==> src/rtl/vid656_pkg.sv <==
package vid656_pkg;

  typedef struct packed {
    logic f;
    logic v;
    logic h;
  } vflags_t;

  typedef enum logic [1:0] {
    MODE_ACTIVE = 2'd0,
    MODE_VBLANK = 2'd1,
    MODE_FIELD  = 2'd2,
    MODE_FIELD2 = 2'd3
  } vmode_e;

  localparam vflags_t FLAGS_RESET = '{f: 1'b0, v: 1'b0, h: 1'b1};

endpackage

==> src/rtl/vid656_trs_detect.sv <==
module vid656_trs_detect
  import vid656_pkg::*;
#(
  parameter int DW = 10,
  parameter int KW = 8
) (
  input  logic                clk,
  input  logic                rst_n,
  input  logic                pix_valid,
  input  logic [DW-1:0]       pix_data,
  input  logic                cfg_wide,
  input  logic [2:0][DW-1:0]  hist_d,
  input  logic [2:0]          hist_vld,
  output logic                hit,
  output logic                sav,
  output vflags_t             word_flags
);

  localparam logic [KW-1:0] KEY_ONES  = {KW{1'b1}};
  localparam logic [KW-1:0] KEY_ZEROS = '0;

  function automatic logic [KW-1:0] key_of(input logic [DW-1:0] d, input logic wide);
    return wide ? d[DW-1 -: KW] : d[KW-1:0];
  endfunction

  logic [KW-1:0] key_in;
  vflags_t       decoded;
  vflags_t       flags_q, flags_n;

  always_comb begin
    key_in    = key_of(pix_data, cfg_wide);
    decoded.f = key_in[KW-2];
    decoded.v = key_in[KW-3];
    decoded.h = key_in[KW-4];
    hit = pix_valid && (&hist_vld)
          && (key_of(hist_d[2], cfg_wide) == KEY_ONES)
          && (key_of(hist_d[1], cfg_wide) == KEY_ZEROS)
          && (key_of(hist_d[0], cfg_wide) == KEY_ZEROS)
          && key_in[KW-1];
    sav        = hit && !decoded.h;
    word_flags = hit ? decoded : flags_q;
    flags_n    = hit ? decoded : flags_q;
  end

  always_ff @(posedge clk or negedge rst_n) begin
    if (!rst_n) flags_q <= FLAGS_RESET;
    else        flags_q <= flags_n;
  end

  // decoded flags only change on a recognised status word
  p_flags_hold_r9: assert property (@(posedge clk) disable iff (!rst_n)
    !hit |=> $stable(flags_q));

  // a recognised status word needs an accepted input word
  p_hit_on_valid_r2: assert property (@(posedge clk) disable iff (!rst_n)
    !pix_valid |-> !hit);

endmodule

==> src/rtl/vid656_delay_line.sv <==
module vid656_delay_line
  import vid656_pkg::*;
#(
  parameter int DW    = 10,
  parameter int DEPTH = 4
) (
  input  logic                      clk,
  input  logic                      rst_n,
  input  logic                      adv,
  input  logic [DW-1:0]             in_d,
  input  vflags_t                   in_fl,
  input  logic                      in_sav,
  input  logic                      hit,
  output logic [DEPTH-2:0][DW-1:0]  hist_d,
  output logic [DEPTH-2:0]          hist_vld,
  output logic [DW-1:0]             tail_d,
  output vflags_t                   tail_fl,
  output logic                      tail_trs,
  output logic                      tail_sav,
  output logic                      tail_vld
);

  logic    [DEPTH-1:0][DW-1:0] d_q, d_n;
  vflags_t [DEPTH-1:0]         fl_q, fl_n;
  logic    [DEPTH-1:0]         trs_q, trs_n;
  logic    [DEPTH-1:0]         sav_q, sav_n;
  logic    [DEPTH-1:0]         vld_q, vld_n;

  for (genvar i = 0; i < DEPTH; i++) begin : g_stage
    if (i == 0) begin : g_head
      assign d_n[i]   = adv ? in_d   : d_q[i];
      assign fl_n[i]  = adv ? in_fl  : fl_q[i];
      assign trs_n[i] = adv ? hit    : trs_q[i];
      assign sav_n[i] = adv ? in_sav : sav_q[i];
      assign vld_n[i] = adv ? 1'b1   : vld_q[i];
    end else begin : g_body
      // a status word entering tags the preamble words already held
      assign d_n[i]   = adv ? d_q[i-1]              : d_q[i];
      assign fl_n[i]  = adv ? fl_q[i-1]             : fl_q[i];
      assign trs_n[i] = adv ? (trs_q[i-1] | hit)    : trs_q[i];
      assign sav_n[i] = adv ? sav_q[i-1]            : sav_q[i];
      assign vld_n[i] = adv ? vld_q[i-1]            : vld_q[i];
    end
  end

  always_ff @(posedge clk or negedge rst_n) begin
    if (!rst_n) begin
      d_q   <= '0;
      fl_q  <= {DEPTH{FLAGS_RESET}};
      trs_q <= '0;
      sav_q <= '0;
      vld_q <= '0;
    end else begin
      d_q   <= d_n;
      fl_q  <= fl_n;
      trs_q <= trs_n;
      sav_q <= sav_n;
      vld_q <= vld_n;
    end
  end

  assign hist_d   = d_q[DEPTH-2:0];
  assign hist_vld = vld_q[DEPTH-2:0];
  assign tail_d   = d_q[DEPTH-1];
  assign tail_fl  = fl_q[DEPTH-1];
  assign tail_trs = trs_q[DEPTH-1];
  assign tail_sav = sav_q[DEPTH-1];
  assign tail_vld = vld_q[DEPTH-1];

  // contents hold while the input is idle
  p_hold_when_idle_r12: assert property (@(posedge clk) disable iff (!rst_n)
    !adv |=> $stable(d_q) && $stable(vld_q));

endmodule

==> src/rtl/vid656_region_gate.sv <==
module vid656_region_gate
  import vid656_pkg::*;
#(
  parameter int DW = 10
) (
  input  logic          clk,
  input  logic          rst_n,
  input  logic          adv,
  input  vmode_e        mode,
  input  logic [DW-1:0] tail_d,
  input  vflags_t       tail_fl,
  input  logic          tail_trs,
  input  logic          tail_sav,
  input  logic          tail_vld,
  output logic          out_valid,
  output logic [DW-1:0] out_data,
  output vflags_t       out_fl,
  output logic          out_sol,
  output logic          out_sof
);

  logic          in_region, step, fwd, f_chg;
  logic          pend_sol_q, pend_sol_n;
  logic          pend_sof_q, pend_sof_n;
  logic          last_f_q, last_f_n;
  logic          valid_n, sol_n, sof_n;
  logic [DW-1:0] data_n;
  vflags_t       fl_n;

  always_comb begin
    unique case (mode)
      MODE_ACTIVE: in_region = !tail_trs && !tail_fl.v && !tail_fl.h;
      MODE_VBLANK: in_region = !tail_trs && tail_fl.v;
      default:     in_region = 1'b1;
    endcase
    step  = adv && tail_vld;
    fwd   = step && in_region;
    f_chg = step && (tail_fl.f != last_f_q);

    valid_n    = fwd;
    data_n     = fwd ? tail_d  : out_data;
    fl_n       = fwd ? tail_fl : out_fl;
    sol_n      = fwd && pend_sol_q;
    sof_n      = fwd && (pend_sof_q || f_chg);
    last_f_n   = step ? tail_fl.f : last_f_q;
    pend_sof_n = fwd ? 1'b0 : (pend_sof_q || f_chg);
    if (step && tail_sav) pend_sol_n = 1'b1;
    else if (fwd)         pend_sol_n = 1'b0;
    else                  pend_sol_n = pend_sol_q;
  end

  always_ff @(posedge clk or negedge rst_n) begin
    if (!rst_n) begin
      out_valid  <= 1'b0;
      out_data   <= '0;
      out_fl     <= FLAGS_RESET;
      out_sol    <= 1'b0;
      out_sof    <= 1'b0;
      pend_sol_q <= 1'b0;
      pend_sof_q <= 1'b0;
      last_f_q   <= 1'b0;
    end else begin
      out_valid  <= valid_n;
      out_data   <= data_n;
      out_fl     <= fl_n;
      out_sol    <= sol_n;
      out_sof    <= sof_n;
      pend_sol_q <= pend_sol_n;
      pend_sof_q <= pend_sof_n;
      last_f_q   <= last_f_n;
    end
  end

  p_active_region_r6: assert property (@(posedge clk) disable iff (!rst_n)
    (out_valid && $past(mode) == MODE_ACTIVE) |-> (!out_fl.v && !out_fl.h));

  p_vblank_region_r7: assert property (@(posedge clk) disable iff (!rst_n)
    (out_valid && $past(mode) == MODE_VBLANK) |-> out_fl.v);

  p_sof_qualified_r10: assert property (@(posedge clk) disable iff (!rst_n)
    out_sof |-> out_valid);

  p_sol_qualified_r11: assert property (@(posedge clk) disable iff (!rst_n)
    out_sol |-> out_valid);

  p_no_output_stalled_r12: assert property (@(posedge clk) disable iff (!rst_n)
    !adv |=> !out_valid);

endmodule

==> src/rtl/vid656_rx.sv <==
module vid656_rx
  import vid656_pkg::*;
#(
  parameter int DW = 10
) (
  input  logic          clk,
  input  logic          rst_n,
  input  logic          pix_valid,
  input  logic [DW-1:0] pix_data,
  input  logic          cfg_wide,
  input  logic [1:0]    cfg_mode,
  output logic          vid_valid,
  output logic [DW-1:0] vid_data,
  output logic          vid_sol,
  output logic          vid_sof,
  output logic          vid_field,
  output logic          vid_vblank,
  output logic          vid_hblank
);

  localparam int KEY_W   = 8;
  localparam int PRE_LEN = 4;

  logic                       hit, sav;
  vflags_t                    word_fl, tail_fl, out_fl;
  logic [PRE_LEN-2:0][DW-1:0] hist_d;
  logic [PRE_LEN-2:0]         hist_vld;
  logic [DW-1:0]              tail_d;
  logic                       tail_trs, tail_sav, tail_vld;
  vmode_e                     mode;

  assign mode = vmode_e'(cfg_mode);

  vid656_trs_detect #(.DW(DW), .KW(KEY_W)) u_detect (
    .clk        (clk),
    .rst_n      (rst_n),
    .pix_valid  (pix_valid),
    .pix_data   (pix_data),
    .cfg_wide   (cfg_wide),
    .hist_d     (hist_d),
    .hist_vld   (hist_vld),
    .hit        (hit),
    .sav        (sav),
    .word_flags (word_fl)
  );

  vid656_delay_line #(.DW(DW), .DEPTH(PRE_LEN)) u_delay (
    .clk      (clk),
    .rst_n    (rst_n),
    .adv      (pix_valid),
    .in_d     (pix_data),
    .in_fl    (word_fl),
    .in_sav   (sav),
    .hit      (hit),
    .hist_d   (hist_d),
    .hist_vld (hist_vld),
    .tail_d   (tail_d),
    .tail_fl  (tail_fl),
    .tail_trs (tail_trs),
    .tail_sav (tail_sav),
    .tail_vld (tail_vld)
  );

  vid656_region_gate #(.DW(DW)) u_gate (
    .clk       (clk),
    .rst_n     (rst_n),
    .adv       (pix_valid),
    .mode      (mode),
    .tail_d    (tail_d),
    .tail_fl   (tail_fl),
    .tail_trs  (tail_trs),
    .tail_sav  (tail_sav),
    .tail_vld  (tail_vld),
    .out_valid (vid_valid),
    .out_data  (vid_data),
    .out_fl    (out_fl),
    .out_sol   (vid_sol),
    .out_sof   (vid_sof)
  );

  assign vid_field  = out_fl.f;
  assign vid_vblank = out_fl.v;
  assign vid_hblank = out_fl.h;

endmodule

==> config.mk <==
export PLATFORM = sky130hd
export DESIGN_NAME = vid656_rx
export DESIGN_NICKNAME = d
export VERILOG_FILES = /design/src/rtl/vid656_pkg.sv /design/src/rtl/vid656_trs_detect.sv /design/src/rtl/vid656_delay_line.sv /design/src/rtl/vid656_region_gate.sv /design/src/rtl/vid656_rx.sv
export SDC_FILE = /design/constraint.sdc
export NUM_CORES = 1
export LEC_CHECK = 0
export ABC_AREA = 1
export BUFFER_PORTS_ARGS = -buffer_cell sky130_fd_sc_hd__buf_4
export CAP_MARGIN = 20
export CORE_UTILIZATION = 53
export CTS_CLUSTER_DIAMETER = 150
export DETAILED_ROUTE_END_ITERATION = 10
export PLACE_DENSITY = 0.81
export SLEW_MARGIN = 20
export SYNTH_ARGS = -nofsm -noshare
export SYNTH_HDL_FRONTEND = slang
export SYNTH_SLANG_ARGS = --single-unit
==> constraint.sdc <==
create_clock -name clk -period 1.4 [get_ports clk]
set_clock_uncertainty 0.1 [all_clocks]
set_input_delay 0.21 -clock clk [delete_from_list [all_inputs] [get_ports clk]]
set_output_delay 0.21 -clock clk [all_outputs]
set_load 0.05 [all_outputs]
Word-level counts from Yosys, hierarchy flattened
Cells that the tools add are included.
{"block": "word_totals", "ff_bits": 86, "input_bits": 16, "out_inout_bits": 16, "elab_cells": 72}
{"block": "op_classes", "eq_ne": 3, "mux": 9, "n_bitwise": 3, "n_reduce_logical": 25}
{"cell": "$mux W8", "n": 4}
{"cell": "$logic_not A8 Y1", "n": 2}
{"cell": "$logic_and A1 B1 Y1", "n": 15}
{"cell": "$eq A8 B8 Y1 const B", "n": 1}
{"cell": "$logic_not A1 Y1", "n": 4}
{"cell": "$mux W1", "n": 3}
{"cell": "$mux W3", "n": 1}
{"cell": "$or A1 B1 Y1", "n": 3}
{"cell": "$reduce_and A3 Y1", "n": 1}
{"cell": "$eq A2 B1 Y1 const B", "n": 1}
{"cell": "$logic_not A2 Y1", "n": 1}
{"cell": "$pmux W1 S2", "n": 1}
{"cell": "$reduce_bool A2 Y1", "n": 1}
{"cell": "$logic_or A1 B1 Y1", "n": 1}
{"cell": "$ne A1 B1 Y1", "n": 1}

Longest topological paths before layout
{"block": "logic_depth", "ltp_word": 7, "ltp_mapped": 10, "depth_no_buf": 9}

Modules after synthesis
From an unflattened synthesis, not the netlist that was laid out.
{"block": "hier_totals", "cells_unflattened": 446, "area_unflattened_um2": 3729.8}
{"module": "vid656_delay_line", "n_inst": 1, "cells_per_inst": 268, "area_each_um2": 2457.4}
{"module": "vid656_region_gate", "n_inst": 1, "cells_per_inst": 83, "area_each_um2": 780.7}
{"module": "vid656_trs_detect", "n_inst": 1, "cells_per_inst": 95, "area_each_um2": 491.7}

Worst setup path before layout
OpenSTA, ideal clock, no wires.
{"block": "synth_path", "kind": "register to register", "start": "register u_delay.fl_q (netlist bit u_delay.tail_fl[0])", "end": "register u_gate.out_data[4]", "setup_ns": 0.074, "arrival_time_ns": 1.219, "required_time_ns": 1.226, "slack_ns": 0.007, "path_stages_with_launch": 8, "path_buffers": 1, "synth_period_minus_slack_ns": 1.393, "path_cell_list": "dfstp_2 nor2_1 o21ai_1 a21oi_4 inv_2 buf_6 nand2_1 o21ai_2"}
{"block": "synth_between", "elab_chain_len": 4}
{"item": "from (decl)", "line_no": "vid656_delay_line.sv:24", "text": "vflags_t [DEPTH-1:0] fl_q, fl_n;"}
{"item": "from (signal assigned)", "line_no": "vid656_delay_line.sv:49", "text": "fl_q <= {DEPTH{FLAGS_RESET}};"}
{"item": "from (signal assigned)", "line_no": "vid656_delay_line.sv:55", "text": "fl_q <= fl_n;"}
{"item": "$logic_not A1 Y1", "line_no": "vid656_region_gate.sv:32", "text": "MODE_ACTIVE: in_region = !tail_trs && !tail_fl.v && !tail_fl.h;"}
{"item": "$logic_and A1 B1 Y1", "line_no": "vid656_region_gate.sv:32"}
{"item": "$pmux W1 S2", "line_no": "vid656_region_gate.sv:31", "text": "unique case (mode)"}
{"item": "$logic_and A1 B1 Y1", "line_no": "vid656_region_gate.sv:37", "text": "fwd = step && in_region;"}
{"item": "net u_gate.fwd", "line_no": "vid656_region_gate.sv:22", "text": "logic in_region, step, fwd, f_chg;"}
{"item": "to (signal assigned)", "line_no": "vid656_region_gate.sv:64", "text": "out_data <= data_n;"}
{"item": "to (decl)", "line_no": "vid656_region_gate.sv:16", "text": "output logic [DW-1:0] out_data,"}
The timed path passes the listed nets, and every way through them passes these cells.
A chain may end at the register's enable or synchronous reset.

Final worst setup path
{"block": "layout_path", "start": "register u_delay.fl_q (netlist bit u_delay.tail_fl[1])", "end": "register u_gate.out_data[6]"}
{"block": "layout_between", "elab_chain_len": 5, "elab_cells_between_ends": 6, "cone_classes": "mux (1); reduce/logical (5)"}
{"item": "$logic_not A1 Y1", "line_no": "vid656_region_gate.sv:32"}
{"item": "$logic_and A1 B1 Y1 (2 in a row)", "line_no": "vid656_region_gate.sv:32"}
{"item": "$pmux W1 S2 *", "line_no": "vid656_region_gate.sv:31"}
{"item": "$logic_and A1 B1 Y1 *", "line_no": "vid656_region_gate.sv:37"}
{"item": "net u_gate.fwd", "line_no": "vid656_region_gate.sv:22"}
Mark *: on every way through the listed nets, which the timed path passes. The rest lies on a longest branch.

==> qor.yml <==
run_status:
  outcome: "finished with violations"
  violations: "setup timing"
cells_and_area:
  area_delta_synth_final_pct: 27.5
  drive_above_1_share_pct: 29.0
  finalNonFillerCells: 529
  fin_nets: 463
  fillers: 468
  diodes: 0
synthesis:
  synth_fa_ha_area_share_pct: 0
  synth-compound-area-share_pct: 12.1
  synth_nets: 401
  synthesis.area_um2: 3510
  syn_inst: 385
  synth-seq-cells: 86
  synth-warning-count: 0
  synth_simple_gate_area_share_pct: 17.6
  ys_seq_area_share_pct: 61.4
  synth_mux_area_share_pct: 0.570
  synthDistinctLibCells: 26
  synth_xor_area_share_pct: 0.249
  synth_top_family_by_area: "simple AND/OR/NAND/NOR gates"
  syn_avg_cell_area_um2: 9.13
floorplanning:
  die_h_um: 83.4
  die_w_um: 83.4
  pin_count: 32
  die_area_um2: 6960
  row_count: 29
  initial_core_util_pct: 55.0
  core_um2: 6390
sta:
  period_minus_slack_ns: 1.44
  setup_viol: 16
  setup_slack_ns: -0.0411
  worst_slew_pin_slew_ns: 0.442
  fmax_mhz: 694
  max_slew_margin_pct: 70.6
  fin_crit_sh_pct: 103
  hold_viol_final: 0
  slew_violations: 0
  grt_setup_unrepaired: "yes"
detailed_routing:
  vias_per_cell: 5.02
  drtPass1Iterations: 4
  first_iter_violations: 155
  routed_wl_mm: 7.06
  via_count: 2655
  final_antenna_net_count: 0
  wl_per_cell_um: 13.3
  drc_errors: 0
setup_path:
  cp.required_ns: 1.55
  reg2regPathDepth: 8
  startpoint: "u_delay.tail_fl[1]"
  path_class: "flop to flop"
  critPathMaxFanout: 7
  cp.arrival_ns: 1.59
  cp-start-kind: "flop"
  rr_startpoint: "u_delay.tail_fl[1]"
  crit_path_end_kind: "flop"
clocking:
  htreeDepth: 3
  clkSinkCount: 86
  clockBufferDepth: 2
  cts_buffers: 9
  tritoncts: "built"
  clock_latency_ns: 0.36
  cts_root_buf: "clkbuf_8"
  clk_pin_slew_worst_paths_ns: 0.08
run:
  drv_cap: 0
placed_design:
  pre_cts_ws_ns: -0.0505
  hpwl_mm: 4.29
  gp_congestion: 0.796
  dp_cells: 496
  io_buffers: 31
global_routing:
  grt_max_degree: 87
  antenna_found_initial: 0
  grt_pass1_wl_mm: 11.7
  grtUsageTotal_pct: 21.4
  grt.overflow.total: 0
  grt_pass1_vias: 2574
power_and_ir_drop:
  p_leak_nw: 2.20
  ir_drop_v: 0.00107
  power_density_nw_per_um2: 1350
hold_path:
  min_path_cells: 4
  min_from: "pix_valid"
  hp-class: "input pin to flop"
kinds of logic after synthesis:
kind of cell,after synthesis
muxes,2
DFF,86
buffers and inverters,68
AOI/OAI and AO/OA,73
and+or+nand+nor,155
xor gates and xnor gates,1
placed cells by master (no fill, tap or decap), types with 2 or more instances in the layout:
cell type / netlist / final
o21ai_2: 12 / 14
nand3_2: 1 / 5
clkbuf_16: 0 / 2
buf_4: 0 / 48
nor3_2: 0 / 2
clkbuf_1: 5 / 3
nand2_4: 0 / 5
dlygate4sd3_1: 0 / 11
nand2_1: 117 / 101
nand3_1: 8 / 3
nor2_1: 20 / 12
dfrtp_1: 80 / 80
nand2_2: 2 / 13
buf_12: 0 / 4
nor2_2: 1 / 7
o21ai_0: 55 / 55
nor2_4: 0 / 2
inv_2: 2 / 2
buf_8: 0 / 2
dfstp_2: 6 / 6
clkbuf_8: 0 / 11
inv_1: 50 / 49
clkinv_2: 0 / 2
mux2i_1: 2 / 2
path summary, 6_finish.rpt:
check,slack (ns),endpoint
worst min-delay path,0.16,u_delay.vld_q[3]
max in group asynchronous,0.52,u_delay.fl_q[6]
worst max register to register,-0.04,u_gate.out_data[6]
min in group asynchronous,0.32,u_delay.hist_d[16]
worst min register to register,0.38,u_delay.fl_q[0]
worst max-delay path,-0.04,u_gate.out_data[6]
worst max-delay path, cell delays in order (launching register included):
cell and delay, ns:
dfrtp_1 0.40, inv_2 0.06, a21oi_2 0.14, o21ai_2 0.09
a21oi_4 0.18, inv_4 0.08, clkbuf_16 0.17, nand2_2 0.06
o21ai_2 0.04
cell type report:
| class | instances | area (µm²) | share of cell area (%) |
|---|---|---|---|
| multi-input cells | 231 | 1220 | 27.3 |
| well taps | 77 | 96.3 | 2.15 |
| repair buffers | 67 | 631 | 14.1 |
| inverters | 52 | 198 | 4.41 |
| clock inverters | 2 | 10.0 | 0.223 |
| clock buffers | 14 | 163 | 3.63 |
| flip-flops and latches | 86 | 2160 | 48.2 |
report_power, final:
part           total [mW]  switching [mW]  internal (mW)
clock                1.58           0.841          0.740
sequential           3.02           0.201           2.82
combinational        1.47           0.916          0.558
routing by layer:
layer / share of wire, % / global-route usage, % / wire length [µm] / vias to the layer above
met5: 0 / 0 / 0 / -
met2: 51 / 33.9 / 3570 / 64
li1: - / - / - / 1313
met3: 3.9 / 4.17 / 272 / 10
met4: 1.6 / 8.78 / 114 / 0
met1: 44 / 29.3 / 3100 / 1268
through the flow:
stage	power, mW	setup TNS (ns)	hold WS [ns]	util, %	cell area, µm²
3_5_place_dp	4.34	-0.449	0.178	61.9	3950
5_1_grt	6.36	-1.82	0.184	70.2	4480
3_3_place_gp	4.29	0	0.176	61.9	3950
6_report	6.07	-0.323	0.160	70.2	4480
2_1_floorplan	3.86	0	-0.186	-	3510
4_1_cts	5.95	-0.0313	0.155	67.1	4290
synth_stat cells:
| master | n | area, µm² |
|---|---|---|
| a21oi_1 | 1 | 5.00 |
| a21oi_4 | 1 | 16.3 |
| and2_1 | 2 | 12.5 |
| buf_2 | 9 | 45.0 |
| buf_6 | 2 | 22.5 |
| clkbuf_1 | 5 | 18.8 |
| dfrtp_1 | 80 | 2000 |
| dfstp_2 | 6 | 158 |
| inv_1 | 50 | 188 |
| inv_2 | 2 | 7.51 |
| mux2i_1 | 2 | 20.0 |
| nand2_1 | 117 | 439 |
| nand2_2 | 2 | 12.5 |
| nand3_1 | 8 | 40.0 |
| nand3_2 | 1 | 10.0 |
| nand3b_1 | 1 | 7.51 |
| nor2_1 | 20 | 75.1 |
| nor2_2 | 1 | 6.26 |
| nor3_1 | 2 | 10.0 |
| o21ai_0 | 55 | 275 |
| o21ai_1 | 2 | 10.0 |
| o21ai_2 | 12 | 105 |
| o21bai_1 | 1 | 7.51 |
| o22ai_1 | 1 | 6.26 |
| or2_2 | 1 | 6.26 |
| xnor2_1 | 1 | 8.76 |
registers in the layout, summed over array words and instances (netlist names):
name	cells
u_gate.pend_sof_q	1
u_delay.sav_q	4
u_gate.out_sof	1
u_gate.last_f_q	1
u_gate.out_data	10
u_gate.pend_sol_q	1
u_delay.tail_fl	3
u_delay.fl_q	9
u_delay.tail_d	10
u_gate.out_sol	1
u_delay.hist_d	30
u_delay.vld_q	4
u_delay.trs_q	4
u_gate.out_valid	1
u_detect.flags_q	3
u_gate.out_fl	3
timing repair:
| item | 4_1_cts | 5_1_grt |
|---|---|---|
| hold buffers | 11 | 0 |
| cloned | 0 | 3 |
| setup buffers | 1 | 2 |
| setup endpoints to repair | 22 | 24 |
| hold endpoints to repair | 90 | 0 |
| resized for setup | 12 | 36 |
| pin swaps | 8 | 7 |
No activity file was read; power rests on OpenSTA's default activity.
